==> src/rtl/gpio_irq_pkg.sv <==
package gpio_irq_pkg;
  localparam int PORT_W    = 8;
  localparam int NUM_PORTS = 3;
  localparam int NUM_PINS  = PORT_W * NUM_PORTS;
  localparam int ADDR_W    = 4;
  localparam int IRQ_PINS  = 4;
  localparam int IRQ_W     = 2 * IRQ_PINS;
  localparam int SYNC_STG  = 2;

  localparam int N_PWM     = 4;
  localparam int PWM_LSB   = 4;
  localparam int N_TRIG    = 3;
  localparam int TRIG_LSB  = 5;
  localparam int N_SER     = 3;
  localparam int SER_LSB   = 1;
  localparam int TICK_PORT = 2;
  localparam int TICK_PIN  = 6;

  typedef logic [PORT_W-1:0] port_t;
  typedef logic [ADDR_W-1:0] addr_t;

  localparam addr_t A_DIR   = 4'd0;
  localparam addr_t A_OUT   = 4'd3;
  localparam addr_t A_IN    = 4'd6;
  localparam addr_t A_ALT   = 4'd9;
  localparam addr_t A_IEN   = 4'd12;
  localparam addr_t A_IMODE = 4'd13;
  localparam addr_t A_ISTAT = 4'd14;
  localparam addr_t A_CTRL  = 4'd15;

  // pins whose alternate function drives the pad
  function automatic port_t alt_out_mask(input int p);
    case (p)
      0:       return port_t'(((1 << N_PWM) - 1) << PWM_LSB);
      2:       return port_t'(((1 << N_SER) - 1) << SER_LSB);
      default: return '0;
    endcase
  endfunction

  // pins whose alternate function is an input to a peripheral
  function automatic port_t alt_in_mask(input int p);
    case (p)
      1:       return port_t'(((1 << N_TRIG) - 1) << TRIG_LSB);
      default: return '0;
    endcase
  endfunction
endpackage

==> src/rtl/gpio_sync.sv <==
module gpio_sync #(
  parameter int W      = 8,
  parameter int STAGES = 2
) (
  input  logic         clk_i,
  input  logic         rst_ni,
  input  logic [W-1:0] d_i,
  output logic [W-1:0] q_o
);
  logic [STAGES-1:0][W-1:0] stg_q;
  logic                     valid_q;

  // idle level is high (pulled-up pads)
  always_ff @(posedge clk_i or negedge rst_ni) begin
    if (!rst_ni) begin
      stg_q   <= '1;
      valid_q <= 1'b0;
    end else begin
      stg_q[0] <= d_i;
      for (int i = 1; i < STAGES; i++) stg_q[i] <= stg_q[i-1];
      valid_q  <= 1'b1;
    end
  end

  assign q_o = stg_q[STAGES-1];

  p_first_stage_r4: assert property (@(posedge clk_i) disable iff (!rst_ni)
    valid_q |-> (stg_q[0] == $past(d_i)));
endmodule

==> src/rtl/gpio_pin_mux.sv <==
module gpio_pin_mux
  import gpio_irq_pkg::*;
#(
  parameter port_t ALT_OUT = '0,
  parameter port_t ALT_IN  = '0
) (
  input  port_t out_i,
  input  port_t dir_i,
  input  port_t alt_i,
  input  port_t periph_i,
  input  port_t force_in_i,
  output port_t pin_o,
  output port_t oe_o
);
  port_t eff_out, eff_in;

  always_comb begin
    eff_out = alt_i & ALT_OUT;
    eff_in  = (alt_i & ALT_IN) | force_in_i;
    pin_o   = (out_i & ~eff_out) | (periph_i & eff_out);
    oe_o    = eff_out | (dir_i & ~eff_in);
  end
endmodule

==> src/rtl/gpio_irq_ctrl.sv <==
module gpio_irq_ctrl #(
  parameter int N = 8
) (
  input  logic         clk_i,
  input  logic         rst_ni,
  input  logic [N-1:0] pin_i,
  input  logic [N-1:0] en_i,
  input  logic [N-1:0] edge_i,
  input  logic [N-1:0] in_mask_i,
  input  logic [N-1:0] clr_i,
  output logic [N-1:0] pend_o,
  output logic         irq_o
);
  logic [N-1:0] prev_q, edge_q, edge_d, arm, lvl, fall;

  always_comb begin
    arm    = en_i & edge_i & in_mask_i;
    lvl    = en_i & ~edge_i & in_mask_i;
    fall   = prev_q & ~pin_i;
    // set beats clear; disarm drops the latch
    edge_d = ((edge_q & ~clr_i) | fall) & arm;
    pend_o = edge_q | (lvl & ~pin_i);
    irq_o  = |pend_o;
  end

  always_ff @(posedge clk_i or negedge rst_ni) begin
    if (!rst_ni) begin
      prev_q <= '1;
      edge_q <= '0;
    end else begin
      prev_q <= pin_i;
      edge_q <= edge_d;
    end
  end

  p_edge_needs_fall_r6: assert property (@(posedge clk_i) disable iff (!rst_ni)
    (edge_q & ~$past(edge_q) & ~($past(pin_i, 2) & ~$past(pin_i))) == '0);

  p_edge_sticky_r6: assert property (@(posedge clk_i) disable iff (!rst_ni)
    ($past(edge_q & arm & ~clr_i) & arm & ~edge_q) == '0);

  p_level_release_r5: assert property (@(posedge clk_i) disable iff (!rst_ni)
    (pend_o & en_i & ~edge_i & pin_i) == '0);
endmodule

==> src/rtl/gpio_irq_port.sv <==
module gpio_irq_port
  import gpio_irq_pkg::*;
(
  input  logic                clk_i,
  input  logic                rst_ni,
  input  logic                sel_i,
  input  logic                we_i,
  input  logic [ADDR_W-1:0]   addr_i,
  input  logic [PORT_W-1:0]   wdata_i,
  output logic [PORT_W-1:0]   rdata_o,
  input  logic [NUM_PINS-1:0] pin_i,
  output logic [NUM_PINS-1:0] pin_o,
  output logic [NUM_PINS-1:0] pin_oe_o,
  input  logic [N_PWM-1:0]    pwm_i,
  input  logic [N_SER-1:0]    ser_i,
  output logic [N_TRIG-1:0]   tmr_trig_o,
  output logic                tick8k_o,
  output logic                irq_o
);
  port_t [NUM_PORTS-1:0] dir_q, out_q, alt_q, sync_q, periph, force_in;
  logic [IRQ_W-1:0]      ien_q, imode_q, irq_pin, irq_in, clr, pend;
  logic                  ctrl_q;
  logic [NUM_PINS-1:0]   sync_flat;
  port_t                 rd_val, rdata_q;
  logic                  wr_en, rd_en;

  assign wr_en = sel_i & we_i;
  assign rd_en = sel_i & ~we_i;

  always_ff @(posedge clk_i or negedge rst_ni) begin
    if (!rst_ni) begin
      dir_q   <= '0;
      out_q   <= '0;
      alt_q   <= '0;
      ien_q   <= '0;
      imode_q <= '0;
      ctrl_q  <= 1'b0;
    end else if (wr_en) begin
      for (int p = 0; p < NUM_PORTS; p++) begin
        if (addr_i == A_DIR + ADDR_W'(p)) dir_q[p] <= wdata_i;
        if (addr_i == A_OUT + ADDR_W'(p)) out_q[p] <= wdata_i;
        if (addr_i == A_ALT + ADDR_W'(p))
          alt_q[p] <= wdata_i & (alt_out_mask(p) | alt_in_mask(p));
      end
      if (addr_i == A_IEN)   ien_q   <= wdata_i[IRQ_W-1:0];
      if (addr_i == A_IMODE) imode_q <= wdata_i[IRQ_W-1:0];
      if (addr_i == A_CTRL)  ctrl_q  <= wdata_i[0];
    end
  end

  assign clr = (wr_en && addr_i == A_ISTAT) ? wdata_i[IRQ_W-1:0] : '0;

  gpio_sync #(.W(NUM_PINS), .STAGES(SYNC_STG)) u_sync (
    .clk_i  (clk_i),
    .rst_ni (rst_ni),
    .d_i    (pin_i),
    .q_o    (sync_flat)
  );

  always_comb begin
    periph   = '0;
    force_in = '0;
    periph[0][PWM_LSB +: N_PWM]      = pwm_i;
    periph[2][SER_LSB +: N_SER]      = ser_i;
    force_in[TICK_PORT][TICK_PIN]    = ctrl_q;
  end

  for (genvar g = 0; g < NUM_PORTS; g++) begin : g_port
    assign sync_q[g] = sync_flat[g*PORT_W +: PORT_W];
    gpio_pin_mux #(
      .ALT_OUT (alt_out_mask(g)),
      .ALT_IN  (alt_in_mask(g))
    ) u_mux (
      .out_i      (out_q[g]),
      .dir_i      (dir_q[g]),
      .alt_i      (alt_q[g]),
      .periph_i   (periph[g]),
      .force_in_i (force_in[g]),
      .pin_o      (pin_o[g*PORT_W +: PORT_W]),
      .oe_o       (pin_oe_o[g*PORT_W +: PORT_W])
    );
  end

  assign irq_pin = {sync_q[1][IRQ_PINS-1:0], sync_q[0][IRQ_PINS-1:0]};
  assign irq_in  = ~{dir_q[1][IRQ_PINS-1:0], dir_q[0][IRQ_PINS-1:0]};

  gpio_irq_ctrl #(.N(IRQ_W)) u_irq (
    .clk_i     (clk_i),
    .rst_ni    (rst_ni),
    .pin_i     (irq_pin),
    .en_i      (ien_q),
    .edge_i    (imode_q),
    .in_mask_i (irq_in),
    .clr_i     (clr),
    .pend_o    (pend),
    .irq_o     (irq_o)
  );

  assign tmr_trig_o = sync_q[1][TRIG_LSB +: N_TRIG] & alt_q[1][TRIG_LSB +: N_TRIG];
  assign tick8k_o   = ctrl_q & sync_q[TICK_PORT][TICK_PIN];

  always_comb begin
    rd_val = '0;
    for (int p = 0; p < NUM_PORTS; p++) begin
      if (addr_i == A_DIR + ADDR_W'(p)) rd_val = dir_q[p];
      if (addr_i == A_OUT + ADDR_W'(p)) rd_val = out_q[p];
      if (addr_i == A_IN  + ADDR_W'(p)) rd_val = sync_q[p];
      if (addr_i == A_ALT + ADDR_W'(p)) rd_val = alt_q[p];
    end
    case (addr_i)
      A_IEN:   rd_val = port_t'(ien_q);
      A_IMODE: rd_val = port_t'(imode_q);
      A_ISTAT: rd_val = port_t'(pend);
      A_CTRL:  rd_val = port_t'(ctrl_q);
      default: ;
    endcase
  end

  always_ff @(posedge clk_i or negedge rst_ni) begin
    if (!rst_ni)    rdata_q <= '0;
    else if (rd_en) rdata_q <= rd_val;
  end

  assign rdata_o = rdata_q;

  p_rdata_hold_r2: assert property (@(posedge clk_i) disable iff (!rst_ni)
    !rd_en |=> $stable(rdata_o));

  p_irq_input_only_r7: assert property (@(posedge clk_i) disable iff (!rst_ni)
    irq_o |-> |(ien_q & irq_in));

  p_pwm_drive_r8: assert property (@(posedge clk_i) disable iff (!rst_ni)
    alt_q[0][PWM_LSB] |-> (pin_oe_o[PWM_LSB] && pin_o[PWM_LSB] == pwm_i[0]));

  p_tick_input_r11: assert property (@(posedge clk_i) disable iff (!rst_ni)
    ctrl_q |-> !pin_oe_o[TICK_PORT*PORT_W + TICK_PIN]);
endmodule

==> config.mk <==
export PLATFORM = sky130hd
export DESIGN_NAME = gpio_irq_port
export DESIGN_NICKNAME = d
export VERILOG_FILES = /design/src/rtl/gpio_irq_pkg.sv /design/src/rtl/gpio_sync.sv /design/src/rtl/gpio_pin_mux.sv /design/src/rtl/gpio_irq_ctrl.sv /design/src/rtl/gpio_irq_port.sv
export SDC_FILE = /design/constraint.sdc
export NUM_CORES = 1
export LEC_CHECK = 0
export BUFFER_PORTS_ARGS = -buffer_cell sky130_fd_sc_hd__clkbuf_2
export CAP_MARGIN = 25
export CELL_PAD_IN_SITES_DETAIL_PLACEMENT = 0
export CELL_PAD_IN_SITES_GLOBAL_PLACEMENT = 1
export CORE_UTILIZATION = 25
export CTS_CLUSTER_DIAMETER = 150
export DETAILED_ROUTE_END_ITERATION = 16
export PLACE_DENSITY = 0.53
export SKIP_CTS_REPAIR_TIMING = 1
export SYNTH_ARGS = -nofsm -noshare
export SYNTH_HDL_FRONTEND = slang
export SYNTH_SLANG_ARGS = --single-unit
==> constraint.sdc <==
create_clock -name clk_i -period 1.7 [get_ports clk_i]
set_input_delay 0.17 -clock clk_i [delete_from_list [all_inputs] [get_ports clk_i]]
set_output_delay 0.17 -clock clk_i [all_outputs]
set_load 0.01 [all_outputs]
==> results of run 1 <==
[through the flow]
stage | total power, mW | util, % | setup WS (ns)
2_1_floorplan | 5.44 | - | 0.163
3_3_place_gp | 6.41 | 31.1 | -0.156
3_5_place_dp | 6.44 | 31.1 | -0.215
4_1_cts | 10.5 | 33.6 | -0.350
5_1_grt | 11.0 | 34.6 | -0.387
6_report | 10.5 | 34.6 | -0.271
[registers in the layout, summed over array words and instances (netlist names), 10 cells and up]
register / count
dir_q: 24
u_sync.stg_q: 24
out_q: 24
alt_q: 10
u_sync.q_o: 24
[cell usage after synthesis (all sizes together), types with 8 or more instances]
cell type  instances
dfrtp             91
nand2             75
o21ai             65
dfstp             56
mux2              53
buf               42
a21oi             32
nor2              26
nor2b             20
nand2b            14
clkbuf            12
inv               11
nor3              11
mux2i              8
o22ai              8
or2                8
[kinds of logic (layout without fill, tap and decap cells)]
group                  Yosys count  count (layout)  synth area share, %
AND/OR/NAND/NOR                189             189                 14.6
flip-flops                     147             147                 55.2
multiplexers                    62              62                 10.3
AO/OA/AOI/OAI                  159             159                 14.4
buffers and inverters           65             266                 5.52
[where the power goes]
| part | internal [mW] | total (mW) | switching [mW] |
|---|---|---|---|
| clock network | 2.50 | 4.07 | 1.57 |
| logic | 0.954 | 1.95 | 1.00 |
| registers | 4.00 | 4.45 | 0.458 |
| total | 7.45 | 10.5 | 3.03 |
[final cells by class]
class	instances	area [µm²]	share of cell area, %
Sequential cell	147	3750	41.1
Inverter	11	41.3	0.453
Tap cell	335	419	4.60
Clock buffer	24	568	6.23
Clock inverter	8	81.3	0.892
Multi-Input combinational cell	410	2690	29.5
Timing Repair Buffer	223	1560	17.1
[per-layer routing]
metal / routed length (µm) / vias up
li1: - / 2572
met1: 11100 / 2766
met2: 10600 / 179
met3: 1190 / 28
met4: 496 / 0
met5: 0 / -
[final timing paths]
path	to	slack, ns	depth (start not counted)	start
max	irq_o	-0.27	6	u_sync.q_o[10]
min	out_q[12]	0.04	2	wdata_i[4]
max reg2reg	rdata_o[1]	0.07	6	u_sync.q_o[1]
min reg2reg	u_sync.q_o[23]	0.35	0	u_sync.stg_q[23]
max in group asynchronous	u_sync.q_o[19]	0.80	3	rst_ni
min in group asynchronous	out_q[7]	0.19	2	rst_ni
==> metrics.md, run 1 <==
| Metric | Value |
|---|---|
| CP Data Required Time | `roughly 1.5 ns` |
| Seq/Total Area, Yosys | `55.2%` |
| Die area | `27800 µm²` |
| Final Instance Area | `9110 µm²` |
| Worst EP arrival | `1.80 ns` |
| Tcrit/Tclk final | `116%` |
| Worst path max stage delay | `about 0.54 ns` |
| Vias in the first global route | `5662` |
| Non-Filler Instances | `1158` |
| Commonest cells after routing, fill and taps aside | `105 x clkbuf_2, 91 x dfrtp_1, 84 x buf_4` |
| Maximum vdd drop | `0.555 mV` |
| HP Class | `primary input to register` |
| Placed Cells | `1101` |
| Main flop type after synthesis | `dfrtp_1` |
| Met3 usage | `3.52%` |
| I/O pins | `~110` |
| Final Hold Viols | `0` |
| Power Dens Cells | `1150 nW/µm²` |
| TritonCTS buffer count | `17` |
| Vias per cell | `4.79` |
| WP buf/inv | `2` |
| Root buf cell | `clkbuf_16` |
| First-pass GRT wire length | `35900 µm` |
| Delay-heaviest family, CP | `flip-flops` |
| CP Max Fanout | `2` |
| Die W | `167 µm` |
| CTS tree | `done` |
| GR peak layer | `met2` |
| ANT cells | `0` |
| Maxcap violations | `0` |
| Initial antenna violation count | `0` |
| Cell with the largest stage delay on the worst path | `dfstp_2` |
| Area share of the largest cell type after synthesis | `33.5%` |
| Nets | `857` |
| Commonest non-fill, non-tap cell in the layout | `clkbuf_2` |
| Gr usage total | `~17%` |
| Detailed Routing Iterations Pass 1 | `4` |
| Syn-to-layout area delta | `34.1%` |
| Skew final | `0.00961 ns` |
| Via Count | `5545` |
| P_leak | `4.11 nW` |
| GPL Wtd Cong | `0.934` |
| CTS clk-pin slew, worst paths | `~0.060 ns` |
| WL final | `~23000 µm` |
| Setup TNS | `-0.271 ns` |
| Actual slew at the worst max-slew pin | `0.555 ns` |
| H-tree Lvls | `4` |
| Slew Viols, Final | `0` |
| Initial DRC Count | `between 200 and 250` |
| Synth warn | `0` |
| Period minus WS final | `between 1.5 and 2 ns` |
| Seq cells post-synth | `147` |
| Setup-failing EPs final | `1` |
| Maximum number of pins on one net before global-route repair | `68` |
| Critical path class | `register to output pin` |
| ANT nets after route | `0` |
| Row count | `just under 60` |
| Fraction of registers with async set/reset | `100%` |
| Gr ovfl total | `0` |
| Unique masters post-synth | `65` |
| Initial core utilization | `25.8%` |
| Met2 Track Usage GR | `between 20% and 30%` |
| CP Launch Type | `register` |
| GRT met1 Usage | `24.5%` |
| CP endpoint kind | `output pin` |
| Failing checks | `setup timing` |
| Area of the mapped netlist | `6800 µm²` |
| Syn_area_per_cell | `10.9 µm²` |
| Synthesized instance count | `622` |
| Core area | `26400 µm²` |
| Status | `finished, violations left` |
| DR WL/cell | `20.3 µm` |
| Synthesized Nets | `669` |
| Latest clock arrival within the worst-skew pair | `0.43 ns` |
| I/O Buffers | `107` |
| Final hold slack | `between 0.03 and 0.04 ns` |
| Clock Tree Buf Depth | `2` |
| Drt drc | `0` |
| Post-synth EDFFs | `0` |
| Fmax | `slightly above 0.5 GHz` |
| Synth area leaders | `dfrtp_1 34%, dfstp_2 22%, mux2_2 8.6%` |
| Die Height | `167 µm` |
| Clk sink count | `147` |
| Max-slew headroom | `62.9%` |
| Final worst setup slack | `-0.271 ns` |
| Detail Placement HPWL | `roughly 18000 µm` |
| RSZ-0062 raised after global routing | `true` |
| Post-placement cell area | `8190 µm²` |
| Filler instances | `2674` |
| Share of cells above drive strength 1 | `43.7%` |
| Yosys top cell by area | `dfrtp_1` |
| Crit-path cells | `nor2_1 -> a21oi_1 -> buf_4 -> and4_1 -> nand4_1 -> buf_2` |
Power figures use the tool's default switching activity.
==> run 2: changes to the inputs <==
PLACE_DENSITY = not set   (was 0.53)
PLACE_DENSITY_LB_ADDON = 0.25   (was not set)
==> metrics.md, run 2 (synthesized netlist as in run 1, its figures left out) <==
| Metric | Value |
|---|---|
| Setup-failing EPs final | `1 (unchanged)` |
| CTS tree | `done` |
| Slew Viols, Final | `0 (unchanged)` |
| Root buf cell | `clkbuf_16` |
| Final Util | `34.9% (+0.28 points)` |
| Setup crit end | `irq_o` |
| Clock Tree Buf Depth | `2 (unchanged)` |
| Core area | `26400 µm² (unchanged)` |
| CP Launch Type | `register` |
| WL final | `24000 µm (+2.2%)` |
| First-pass GRT wire length | `36000 µm (+0.44%)` |
| Die W | `167 µm (unchanged)` |
| CP endpoint kind | `output pin` |
| TritonCTS buffer count | `17 (unchanged)` |
| Gr usage total | `17.6% (+0.11 points)` |
| Worst R2R Path Depth | `5 (-1)` |
| Status | `finished, violations left` |
| Fmax | `0.506 GHz (-0.17%)` |
| GPL Wtd Cong | `0.935 (about the same)` |
| I/O pins | `108 (unchanged)` |
| Period minus WS final | `1.97 ns (+0.00330 ns)` |
| Die Height | `167 µm (unchanged)` |
| Drt drc | `0 (unchanged)` |
| Initial DRC Count | `338 (+54%)` |
| Placed Cells | `1109 (+0.73%)` |
| Via Count | `5566 (+0.38%)` |
| CP Max Fanout | `3 (+1)` |
| Post-placement cell area | `8250 µm² (+0.73%)` |
| Maximum vdd drop | `0.515 mV (-7.4%)` |
| CP Data Required Time | `1.53 ns (about the same)` |
| DR WL/cell | `20.6 µm (+1.5%)` |
| Vias per cell | `4.77 (-0.31%)` |
| Final worst setup slack | `-0.275 ns (-0.00329 ns)` |
| Max-slew headroom | `46.5% (-16 points)` |
| Setup crit start | `u_sync.q_o[11]` |
| Non-Filler Instances | `1166 (+0.69%)` |
| Share of cells above drive strength 1 | `45.0% (+1.3 points)` |
| I/O Buffers | `107 (unchanged)` |
| Latest clock arrival within the worst-skew pair | `0.42 ns (about the same)` |
| H-tree Lvls | `4 (unchanged)` |
| ANT nets after route | `0 (unchanged)` |
| Actual slew at the worst max-slew pin | `0.801 ns (+0.246 ns)` |
| Maxcap violations | `0 (unchanged)` |
| HP Class | `primary input to register` |
| Detailed Routing Iterations Pass 1 | `4 (unchanged)` |
| Vias in the first global route | `5635 (-0.48%)` |
| Critical path class | `register to output pin` |
| Gr ovfl total | `0 (unchanged)` |
| RSZ-0062 raised after global routing | `true` |
| Tcrit/Tclk final | `116% (+0.19 points)` |
| ANT cells | `0 (unchanged)` |
| Nets | `865 (+0.93%)` |
| Syn-to-layout area delta | `35.2%` |
| Critical R2R Launch | `ien_q[0]` |
| Commonest cells after routing, fill and taps aside | `105 x clkbuf_2, 92 x buf_4, 90 x dfrtp_1` |
| Detail Placement HPWL | `18600 µm (+1.6%)` |
| Clk sink count | `147 (unchanged)` |
| Row count | `59 (unchanged)` |
| Worst EP arrival | `1.80 ns (about the same)` |
| Flop2flop setup slack | `0.06 ns (about the same)` |
| Final Hold Viols | `0 (unchanged)` |
| Filler instances | `2644 (-1.1%)` |
| Die area | `27800 µm² (unchanged)` |
| Final Instance Area | `9190 µm² (+0.81%)` |
| Initial antenna violation count | `0 (unchanged)` |
| Power Dens Cells | `1140 nW/µm² (-0.80%)` |
| Commonest non-fill, non-tap cell in the layout | `clkbuf_2` |
| Failing checks | `setup timing` |
| Maximum number of pins on one net before global-route repair | `51 (-25%)` |
| P_leak | `4.15 nW (+0.94%)` |
| Skew final | `0.00724 ns (-0.00237 ns)` |
| Reg2Reg Capture Point | `rdata_o[0]` |
| CTS clk-pin slew, worst paths | `0.06 ns (about the same)` |
| Initial core utilization | `25.8% (unchanged)` |
## run 2: power breakdown
| part | internal, mW | switching (mW) | total (mW) |
|---|---|---|---|
| clock | 2.48 | 1.54 | 4.02 |
| sequential | 4.00 | 0.463 | 4.46 |
| combinational | 0.971 | 1.02 | 1.99 |
## run 2: per-stage QoR
| step | hold slack [ns] | total power [mW] | setup TNS [ns] | setup slack, ns |
|---|---|---|---|---|
| floorplan | -0.126 | 5.44 | 0 | 0.163 |
| detailed placement | 0.191 | 6.45 | -1.65 | -0.262 |
| global placement | 0.193 | 6.44 | -2.10 | -0.321 |
| CTS | -0.269 | 10.5 | -0.499 | -0.348 |
| global route | 0.0387 | 11.0 | -0.398 | -0.362 |
| finish | 0.0523 | 10.5 | -0.275 | -0.275 |
## run 2: area by class of cell
cell class | count | area (µm²) | area share (%)
Clock buffer | 22 | 484 | 5.27
Clock inverter | 10 | 146 | 1.59
Sequential cell | 147 | 3750 | 40.8
Inverter | 11 | 41.3 | 0.449
Timing Repair Buffer | 231 | 1620 | 17.7
Multi-Input combinational cell | 410 | 2720 | 29.6
Tap cell | 335 | 419 | 4.56
## run 2: layer usage
| metal | share of wire [%] | wire length [µm] | vias up | global-route usage [%] |
|---|---|---|---|---|
| met5 | 0 | 0 | - | 0 |
| met4 | 2.3 | 562 | 0 | 5.96 |
| met3 | 6.3 | 1510 | 33 | 4.61 |
| met2 | 44 | 10600 | 207 | 26.1 |
| met1 | 47 | 11300 | 2740 | 24.6 |
| li1 | - | - | 2586 | - |
## run 2: how the worst min path moves through the flow
stage               slack, ns    endpoint  startpoint  depth (start not counted)
floorplan               -0.13   alt_q[13]      rst_ni                          0
global placement         0.19   dir_q[21]      rst_ni                          1
detailed placement       0.19  rdata_o[5]      rst_ni                          1
CTS                     -0.27  rdata_o[5]      rst_ni                          1
global route             0.04   out_q[12]  wdata_i[4]                          2
finish                   0.05   out_q[12]  wdata_i[4]                          2
## run 2: critical path, stage by stage, from the launching register on
cell     delay (ns)
dfstp_2        0.57
nor2_2         0.05
a21oi_2        0.13
buf_4          0.14
and4_1         0.16
nand4_1        0.13
buf_2          0.18
